`config.mk`:
```
export PLATFORM = sky130hd
export DESIGN_NAME = i2c_sel_slave
export DESIGN_NICKNAME = d
export VERILOG_FILES = /design/src/rtl/i2cs_pkg.sv /design/src/rtl/i2cs_line_watch.sv /design/src/rtl/i2cs_store.sv /design/src/rtl/i2c_sel_slave.sv
export SDC_FILE = /design/constraint.sdc
export NUM_CORES = 1
export LEC_CHECK = 0
export ABC_CLOCK_PERIOD_IN_PS = 2550
export CAP_MARGIN = 20
export CORE_AREA = 2 2 132 134
export DETAILED_ROUTE_END_ITERATION = 8
export DIE_AREA = 0 0 134 136
export PLACE_DENSITY_LB_ADDON = 0.08
export SLEW_MARGIN = 10
export SYNTH_ARGS = -nofsm -noshare
export SYNTH_HDL_FRONTEND = slang
export SYNTH_SLANG_ARGS = --single-unit
```
`constraint.sdc`:
```
create_clock -name clk -period 2.55 [get_ports clk]
set_input_delay 0.51 -clock clk [delete_from_list [all_inputs] [get_ports clk]]
set_output_delay 0.51 -clock clk [all_outputs]
set_load 0.03 [all_outputs]
```
`src/rtl/i2cs_pkg.sv`:
```
package i2cs_pkg;

   typedef enum logic [2:0] {
      ST_IDLE,
      ST_ADDR,
      ST_ADDR_ACK,
      ST_WR,
      ST_WR_ACK,
      ST_RD,
      ST_RD_ACK
   } i2cs_state_e;

   // Even base address; the select pin supplies the lowest address bit.
   function automatic logic addr_hit(input logic [6:0] rx,
                                     input logic [6:0] base,
                                     input logic       sel);
      return rx == {base[6:1], sel};
   endfunction

endpackage

```
`src/rtl/i2cs_line_watch.sv`:
```
module i2cs_line_watch #(
   parameter int SYNC_STAGES = 2
) (
   input  logic clk,
   input  logic rst_n,
   input  logic scl_i,
   input  logic sda_i,
   output logic scl_s,
   output logic sda_s,
   output logic scl_rise,
   output logic scl_fall,
   output logic start_evt,
   output logic stop_evt
);

   if (SYNC_STAGES < 2) begin : g_bad_sync
      $error("SYNC_STAGES must be at least 2");
   end

   logic [SYNC_STAGES-1:0] scl_q;
   logic [SYNC_STAGES-1:0] sda_q;
   logic                   scl_p;
   logic                   sda_p;

   for (genvar g = 0; g < SYNC_STAGES; g++) begin : g_stage
      if (g == 0) begin : g_first
         always_ff @(posedge clk or negedge rst_n) begin
            if (!rst_n) begin
               scl_q[g] <= 1'b1;
               sda_q[g] <= 1'b1;
            end else begin
               scl_q[g] <= scl_i;
               sda_q[g] <= sda_i;
            end
         end
      end else begin : g_next
         always_ff @(posedge clk or negedge rst_n) begin
            if (!rst_n) begin
               scl_q[g] <= 1'b1;
               sda_q[g] <= 1'b1;
            end else begin
               scl_q[g] <= scl_q[g-1];
               sda_q[g] <= sda_q[g-1];
            end
         end
      end
   end

   always_ff @(posedge clk or negedge rst_n) begin
      if (!rst_n) begin
         scl_p <= 1'b1;
         sda_p <= 1'b1;
      end else begin
         scl_p <= scl_s;
         sda_p <= sda_s;
      end
   end

   assign scl_s     = scl_q[SYNC_STAGES-1];
   assign sda_s     = sda_q[SYNC_STAGES-1];
   assign scl_rise  = scl_s & ~scl_p;
   assign scl_fall  = ~scl_s & scl_p;
   assign start_evt = scl_s & scl_p & sda_p & ~sda_s;
   assign stop_evt  = scl_s & scl_p & ~sda_p & sda_s;

endmodule

```
`src/rtl/i2cs_store.sv`:
```
module i2cs_store #(
   parameter int NUM_BYTES = 16,
   parameter int IDX_W     = 4
) (
   input  logic             clk,
   input  logic             rst_n,
   input  logic             bus_we,
   input  logic [IDX_W-1:0] bus_idx,
   input  logic [7:0]       bus_data,
   input  logic             upd_we,
   input  logic [IDX_W-1:0] upd_idx,
   input  logic [7:0]       upd_data,
   input  logic             hold,
   input  logic [IDX_W-1:0] rd_idx,
   output logic [7:0]       rd_data
);

   logic [7:0] bank [NUM_BYTES];

   for (genvar g = 0; g < NUM_BYTES; g++) begin : g_entry
      always_ff @(posedge clk or negedge rst_n) begin
         if (!rst_n) begin
            bank[g] <= 8'h00;
         end else if (bus_we && bus_idx == IDX_W'(g)) begin
            bank[g] <= bus_data;
         end else if (upd_we && !hold && upd_idx == IDX_W'(g)) begin
            bank[g] <= upd_data;
         end
      end
   end

   assign rd_data = bank[rd_idx];

endmodule

```
`src/rtl/i2c_sel_slave.sv`:
```
module i2c_sel_slave #(
   parameter int         NUM_BYTES   = 16,
   parameter int         SYNC_STAGES = 2,
   parameter logic [6:0] BASE_ADDR7  = 7'h10,
   localparam int        IDX_W       = $clog2(NUM_BYTES)
) (
   input  logic             clk,
   input  logic             rst_n,
   input  logic             addr_sel,
   input  logic             scl_i,
   input  logic             sda_i,
   output logic             sda_drive_low,
   output logic             bus_busy,
   input  logic             upd_we,
   input  logic [IDX_W-1:0] upd_idx,
   input  logic [7:0]       upd_data
);
   import i2cs_pkg::*;

   if (NUM_BYTES < 2 || (NUM_BYTES & (NUM_BYTES - 1)) != 0) begin : g_bad_depth
      $error("NUM_BYTES must be a power of two of at least 2");
   end
   if (BASE_ADDR7[0] != 1'b0) begin : g_bad_base
      $error("BASE_ADDR7 must be even");
   end

   logic scl_s, sda_s, scl_rise, scl_fall, start_evt, stop_evt;

   i2cs_line_watch #(.SYNC_STAGES(SYNC_STAGES)) watch_i (
      .clk       (clk),
      .rst_n     (rst_n),
      .scl_i     (scl_i),
      .sda_i     (sda_i),
      .scl_s     (scl_s),
      .sda_s     (sda_s),
      .scl_rise  (scl_rise),
      .scl_fall  (scl_fall),
      .start_evt (start_evt),
      .stop_evt  (stop_evt)
   );

   i2cs_state_e      state;
   logic [3:0]       bitcnt;
   logic [7:0]       shreg;
   logic             rw;
   logic             first_wr;
   logic             mack;
   logic [IDX_W-1:0] ptr;
   logic [7:0]       rd_data;
   logic             wr_commit;

   assign wr_commit = (state == ST_WR) && scl_fall && (bitcnt == 4'd8)
                      && !first_wr && !start_evt && !stop_evt;

   i2cs_store #(.NUM_BYTES(NUM_BYTES), .IDX_W(IDX_W)) store_i (
      .clk      (clk),
      .rst_n    (rst_n),
      .bus_we   (wr_commit),
      .bus_idx  (ptr),
      .bus_data (shreg),
      .upd_we   (upd_we),
      .upd_idx  (upd_idx),
      .upd_data (upd_data),
      .hold     (bus_busy),
      .rd_idx   (ptr),
      .rd_data  (rd_data)
   );

   always_ff @(posedge clk or negedge rst_n) begin
      if (!rst_n) begin
         state         <= ST_IDLE;
         bitcnt        <= '0;
         shreg         <= '0;
         rw            <= 1'b0;
         first_wr      <= 1'b0;
         mack          <= 1'b0;
         ptr           <= '0;
         sda_drive_low <= 1'b0;
         bus_busy      <= 1'b0;
      end else if (start_evt) begin
         state         <= ST_ADDR;
         bitcnt        <= '0;
         sda_drive_low <= 1'b0;
      end else if (stop_evt) begin
         state         <= ST_IDLE;
         sda_drive_low <= 1'b0;
         bus_busy      <= 1'b0;
      end else begin
         unique case (state)
            ST_ADDR: begin
               if (scl_rise) begin
                  shreg  <= {shreg[6:0], sda_s};
                  bitcnt <= bitcnt + 4'd1;
               end else if (scl_fall && bitcnt == 4'd8) begin
                  if (addr_hit(shreg[7:1], BASE_ADDR7, addr_sel)) begin
                     sda_drive_low <= 1'b1;
                     bus_busy      <= 1'b1;
                     rw            <= shreg[0];
                     state         <= ST_ADDR_ACK;
                  end else begin
                     state <= ST_IDLE;
                  end
               end
            end
            ST_ADDR_ACK: begin
               if (scl_fall) begin
                  bitcnt <= '0;
                  if (rw) begin
                     shreg         <= rd_data;
                     ptr           <= ptr + 1'b1;
                     sda_drive_low <= ~rd_data[7];
                     state         <= ST_RD;
                  end else begin
                     sda_drive_low <= 1'b0;
                     first_wr      <= 1'b1;
                     state         <= ST_WR;
                  end
               end
            end
            ST_WR: begin
               if (scl_rise) begin
                  shreg  <= {shreg[6:0], sda_s};
                  bitcnt <= bitcnt + 4'd1;
               end else if (scl_fall && bitcnt == 4'd8) begin
                  sda_drive_low <= 1'b1;
                  state         <= ST_WR_ACK;
                  if (first_wr) begin
                     ptr      <= shreg[IDX_W-1:0];
                     first_wr <= 1'b0;
                  end else begin
                     ptr <= ptr + 1'b1;
                  end
               end
            end
            ST_WR_ACK: begin
               if (scl_fall) begin
                  sda_drive_low <= 1'b0;
                  bitcnt        <= '0;
                  state         <= ST_WR;
               end
            end
            ST_RD: begin
               if (scl_rise) begin
                  bitcnt <= bitcnt + 4'd1;
               end else if (scl_fall) begin
                  if (bitcnt == 4'd8) begin
                     sda_drive_low <= 1'b0;
                     state         <= ST_RD_ACK;
                  end else begin
                     shreg         <= {shreg[6:0], 1'b0};
                     sda_drive_low <= ~shreg[6];
                  end
               end
            end
            ST_RD_ACK: begin
               if (scl_rise) begin
                  mack <= ~sda_s;
               end else if (scl_fall) begin
                  if (mack) begin
                     shreg         <= rd_data;
                     ptr           <= ptr + 1'b1;
                     sda_drive_low <= ~rd_data[7];
                     bitcnt        <= '0;
                     state         <= ST_RD;
                  end else begin
                     state <= ST_IDLE;
                  end
               end
            end
            default: ;
         endcase
      end
   end

endmodule

```
==> reports/metrics.cfg, run 1 <==
[outcome]
outcome = completed

[yosys]
async_flop_share = 1.000
ys_types = 62
yosys-mux-area-fraction = 0.2359
synthXorXnorAreaFrac = 0.002914
avgSynthCellArea_um2 = 10.50
syn_nets = 883
synthCells = 859
synth_compound_area_frac = 0.1250
synth-edff-count = 0
synthSimpleGateAreaFrac = 0.1375
synth_ff_type = dfrtp_1
synth_fa_ha_area_frac = 0.008326
ys_seq_area_frac = 0.4394
ys_warn_count = 0
syn_area_mm2 = 0.009016
synth_top_family_by_area = multiplexers
synth_seq_cells = 158

[sta]
hold-worst-slack_ps = 34.18
skew_ps = 8.694
max_slew_margin = 0.3291
worstMarginPinSlew_ps = 1006
drv_slew = 0
tns_ps = 0
setup_slack_ps = 191.8
fin_crit_sh = 0.9248
max_freq_mhz = 424.0
setup_viol = 0
period_needed_ps = 2358
rsz0062_at_grt = no
hold_viol_final = 0

[critical_path]
cp-start-kind = flop
cp.arrival_ps = 2670
cp_slowest_cell = mux4_1
max_stage_delay_ps = 630
rr_endpoint = shreg[0]$_DFFE_PN0P_
path_class = reg2reg
cp_data_required_time_ps = 2860
crit_chain = buf_12 -> mux4_1 -> a22oi_1 -> a21oi_1 -> a211oi_1 -> a21oi_1
cp-end-kind = flop
r2r_setup_slack_ps = 190
cpMostUsedCell = a21oi_1
r2r_cells = 6
r2r_start = ptr[0]$_DFFE_PN0P_
crit_path_max_fanout = 22

[global_route]
gr-total-overflow = 0
grt_util_all_layers = 0.2917
grt_pass1_vias = 6693
antenna_found_initial = 0
grt_pass1_wl_mm = 39.89
grt_max_degree = 53

[placement]
dp.cells = 1086
numPortBuffers = 19
place_congestion = 0.8685
placed_area_mm2 = 0.009495
dp_worst_setup_slack_ps = 145.5
dp_hpwl_mm = 16.90

[floorplanning]
coreArea_mm2 = 0.01688
rows = 48
pin_count = 20
die_y_um = 136
fp.dieW_um = 134
initial_core_util = 0.5343
design.die.area_mm2 = 0.01822

[finish]
fin_cells = 1118
final_nets = 904
antenna_cells = 0
fin_area_mm2 = 0.01012
fill_cells = 1377
drive_gt1_frac = 0.1377
postLayoutCoreUtil = 0.5995
syn2layout_area_growth_pct = 12.21

[flow_run]
maxCapViolCount = 0

[routing]
via_count = 6888
drcViolationCount = 0
wire_per_inst_um = 22.57
drtIter0Drc = 617
routed_wl_mm = 25.23
avgViaCountPerCell = 6.161
firstDrtPassIters = 5
final_antenna_net_count = 0

[power_and_ir_drop]
power_density_mw_per_mm2 = 912.0
p_clk_frac = 0.289
p_leak_nw = 4.485
pwr-share-seq = 0.396
ir_worst_vdd_mv = 0.4744
p_comb_frac = 0.315
power_mw = 9.227
p_sw_mw = 3.293
intPower_mw = 5.933
p_sw_frac = 0.3569

[clock_network]
htree_levels = 4
clock_latency_ps = 430
clockBufferDepth = 2
cts_root_buffer = clkbuf_16
cts_tree = done
clk_pin_slew_worst_paths_ps = 60
cts-buffers-inserted = 17
cts.sinks = 158
cts_hold_buf = 0

[min_path]
hp-class = in2async

[kinds of logic after synthesis]
| logic type | after synthesis |
|---|---|
| AND/OR/NAND/NOR | 247 |
| AO/OA/AOI/OAI | 196 |
| multiplexers | 173 |
| flip-flops | 158 |
| buffers and inverters | 76 |
| adder cells (fa/ha/maj) | 6 |
| XOR/XNOR | 3 |
[synthesized netlist by cell type, types with 7 or more instances]
cell type  count  area (um2)
dfrtp_1      152        3804
nor2_1       145       544.3
mux2i_1      144        1441
a21oi_1      141       705.7
nand2_1       30       112.6
clkbuf_1      24       90.09
buf_6         14       157.7
mux4_1        14       367.9
o21ai_0       14       70.07
nand3_1       13       65.06
mux4_2        12       270.3
nor2b_1       11       68.82
buf_2         10       50.05
nand3_4       10       175.2
inv_1          9       33.78
nor3_1         9       45.04
buf_1          8       30.03
o31ai_1        8       60.06
buf_4          7       52.55
[power groups by stage]
stage                     clock, mW  combinational [mW]  sequential (mW)
after CTS                      2.69                2.88             3.64
after detailed placement          0                2.87             3.68
after floorplan                   0                2.12             3.39
after global routing           2.81                3.10             3.74
after global placement            0                2.79             3.64
final                          2.67                2.90             3.66
[cell usage in the layout (no fill, tap or decap), drive strengths merged, types with 6 or more instances in the layout]
| cell type | count |
|---|---|
| o21ai | 14 |
| inv | 10 |
| ha | 6 |
| nor2b | 11 |
| nor2 | 146 |
| nand2 | 30 |
| buf | 51 |
| o31ai | 8 |
| clkbuf | 19 |
| clkdlybuf4s50 | 18 |
| a21oi | 141 |
| dfstp | 6 |
| mux4 | 27 |
| nand3 | 23 |
| mux2i | 144 |
| dfrtp | 152 |
| nor3 | 9 |
[registers in the layout, summed over array words and instances (netlist names)]
name           count
bitcnt             4
bus_busy           1
first_wr           1
mack               1
ptr                4
rw                 1
sda_drive_low      1
shreg              8
state              3
store_i.bank     128
watch_i.scl_p      1
watch_i.scl_q      1
watch_i.scl_s      1
watch_i.sda_p      1
watch_i.sda_q      1
watch_i.sda_s      1
[metal layers]
layer	vias to the layer above	part of all wire	global-route usage
li1	3139	-	-
met1	3458	0.45	0.4101
met2	257	0.48	0.4652
met3	34	0.053	0.05295
met4	0	0.019	0.08629
met5	-	0	0
[cell type report]
class | instances | area [um2] | area share
repair buffers | 69 | 616.8 | 0.06097
clock inverters | 13 | 163.9 | 0.01620
clock buffers | 19 | 452.9 | 0.04477
inverters | 9 | 33.78 | 0.003339
multi-input cells | 625 | 4606 | 0.4552
well taps | 225 | 281.5 | 0.02783
flip-flops and latches | 158 | 3963 | 0.3917
[how the worst max path moves through the flow]
stage                        from                       endpoint  slack, ps  depth (start not counted)
6_report       ptr[0]$_DFFE_PN0P_           shreg[0]$_DFFE_PN0P_        190                          6
5_1_grt        ptr[0]$_DFFE_PN0P_           shreg[5]$_DFFE_PN0P_        120                          6
4_1_cts        ptr[0]$_DFFE_PN0P_           shreg[6]$_DFFE_PN0P_        200                          5
3_5_place_dp           upd_idx[1]   store_i.bank[21]$_DFFE_PN0P_        150                          5
3_3_place_gp           upd_idx[1]   store_i.bank[20]$_DFFE_PN0P_        170                          5
2_1_floorplan  ptr[1]$_DFFE_PN0P_  store_i.bank[119]$_DFFE_PN0P_        610                          9
[worst max-delay path, delay by kind of cell (launching register included)]
family          cells  cell delay, ps
compound gates      4             730
flops               1             600
buf+inv             1             260
mux                 1             630
[what timing repair did]
item | 4_1_cts | 5_1_grt
setup buffers | 0 | 0
endpoints found under the setup margin | 0 | 4
gates resized for setup | 0 | 1
Power figures use the tool's default switching activity.
==> run 2, diff against run 1 <==
--- a/config.mk
+++ b/config.mk
@@ -10,7 +10,7 @@
 export CORE_AREA = 2 2 132 134
 export DETAILED_ROUTE_END_ITERATION = 8
 export DIE_AREA = 0 0 134 136
-export PLACE_DENSITY_LB_ADDON = 0.08
+export PLACE_DENSITY = 0.83
 export SLEW_MARGIN = 10
 export SYNTH_ARGS = -nofsm -noshare
 export SYNTH_HDL_FRONTEND = slang
==> run 2 against run 1 <==
Against the previous run: clock skew is 0.61 ps lower; combinational power fell by 2%; via count increased by 1.7%; sequential share of layout area is 0.14 points higher; worst hold slack improved by 20 ps; register-to-register slack lost 30 ps; critical endpoint unchanged.
==> reports/metrics.cfg, run 2 (synthesis gave the netlist of run 1 again) <==
[min_path]
hp-class = in2async

[finish]
top_register = store_i.bank
seq_area_mm2 = 0.003963
drive_gt1_frac = 0.1295
antenna_cells = 0
final_cell_mix = dfrtp_1, nor2_1, mux2i_1
final_common_cell = dfrtp_1
fill_cells = 1321
largest_reg_flops = 128
postLayoutCoreUtil = 0.5974
final_nets = 899
syn2layout_area_growth_pct = 11.82
top_regs = store_i.bank x128, shreg x8
multi_input_area_mm2 = 0.004606

[placement]
numPortBuffers = 19
dp_hpwl_mm = 15.57
place_congestion = 0.9694

[clock_network]
clockBufferDepth = 2
cts_setup_buffers = 0
cts_hold_buf = 0
clk_pin_slew_worst_paths_ps = 60
cts-buffers-inserted = 17
cts.sinks = 158
htree_levels = 4
cts_tree = done
cts_root_buffer = clkbuf_16
clock_latency_ps = 430

[floorplanning]
initial_core_util = 0.5343
fp.dieW_um = 134
design.die.area_mm2 = 0.01822
pin_count = 20
die_y_um = 136
rows = 48
coreArea_mm2 = 0.01688

[global_route]
antenna_found_initial = 0
grt_util_all_layers = 0.2780
gr-total-overflow = 0
grt_max_degree = 64
grt_pass1_wl_mm = 38.21
grt_pass1_vias = 6900

[sta]
drv_slew = 0
skew_ps = 8.087
hold_viol_final = 0
fin_crit_sh = 0.9374
period_needed_ps = 2390
worstMarginPinSlew_ps = 883.8
setup_viol = 0
rsz0062_at_grt = no
max_freq_mhz = 418.4
tns_ps = 0
max_slew_margin = 0.4108

[critical_path]
crit_chain = buf_4 -> mux4_1 -> a22oi_1 -> a21oi_1 -> a211oi_1 -> a21oi_1
critPathBufInv = 1
crit_path_max_fanout = 15
path_class = reg2reg
cp-end-kind = flop
cpMostUsedCell = a21oi_1
cp_slowest_cell = dfrtp_2
max_stage_delay_ps = 630
path_delay_family = compound AO/OA/AOI/OAI gates
cp.arrival_ps = 2710
cp_data_required_time_ps = 2870
cp-start-kind = flop

[routing]
drcViolationCount = 0
final_antenna_net_count = 0
via_count = 7004
wire_per_inst_um = 21.52
drtIter0Drc = 716
firstDrtPassIters = 5
avgViaCountPerCell = 6.293
routed_wl_mm = 23.96

[power_and_ir_drop]
p_leak_nw = 4.477
power_mw = 9.165
ir_worst_vdd_mv = 0.7739
power_density_mw_per_mm2 = 909.0

[outcome]
outcome = completed

[flow_run]
maxCapViolCount = 0

run 2: changes by cell type in the layout (fill, tap and decap cells not counted), sizes merged:
cell,before,now
clkinv,4,7
bufinv,3,4
buf,51,46
inv,10,9
clkinvlp,5,1
clkbuf,19,20
run 2: final timing paths:
check,startpoint,end,slack (ps),depth (start not counted)
worst min-delay path,rst_n,bitcnt[1]$_DFFE_PN0P_,50,1
min in group clk,watch_i.scl_q[0]$_DFF_PN1_,watch_i.scl_s$_DFF_PN1_,350,0
worst min register to register,watch_i.scl_q[0]$_DFF_PN1_,watch_i.scl_s$_DFF_PN1_,350,0
max in group asynchronous,rst_n,store_i.bank[91]$_DFFE_PN0P_,1760,2
worst max register to register,ptr[0]$_DFFE_PN0P_,shreg[0]$_DFFE_PN0P_,160,6
worst max-delay path,ptr[0]$_DFFE_PN0P_,shreg[0]$_DFFE_PN0P_,160,6
run 2: repair_timing:
action | in CTS | in global routing
resized for setup | 0 | 2
endpoints found under the setup margin | 0 | 12
hold endpoints to repair | 0 | 0
run 2: metrics by stage:
step | instances | cell area [um2] | worst slack (ps) | hold slack (ps)
after floorplan | 859 | 9016 | 608.8 | 214.4
after global placement | 1081 | 9465 | 105.9 | 346.0
after detailed placement | 1081 | 9465 | 57.21 | 347.2
after global routing | 1113 | 10080 | 25.29 | 69.38
after CTS | 1113 | 10070 | 82.59 | 67.05
final | 1113 | 10080 | 159.7 | 54.17
run 2: final cells by class:
cell class	count	share of cell area
repair buffers	64	0.05870
inverters	9	0.003351
well taps	225	0.02792
clock buffers	20	0.04331
clock inverters	12	0.01688
flip-flops and latches	158	0.3930
multi-input cells	625	0.4568
run 2: power by group:
group | internal [mW] | switching [mW] | leakage (nW)
Sequential | 3.12 | 0.561 | 1.78
Combinational | 1.23 | 1.62 | 2.40
Clock | 1.63 | 1.01 | 0.298
run 2: per-layer routing:
metal  share of wire  track usage  vias up
met5               0            0        -
met4           0.055       0.1554        0
met3           0.078      0.07271       99
met2            0.47       0.4288      355
met1            0.40       0.3588     3407
li1                -            -     3143
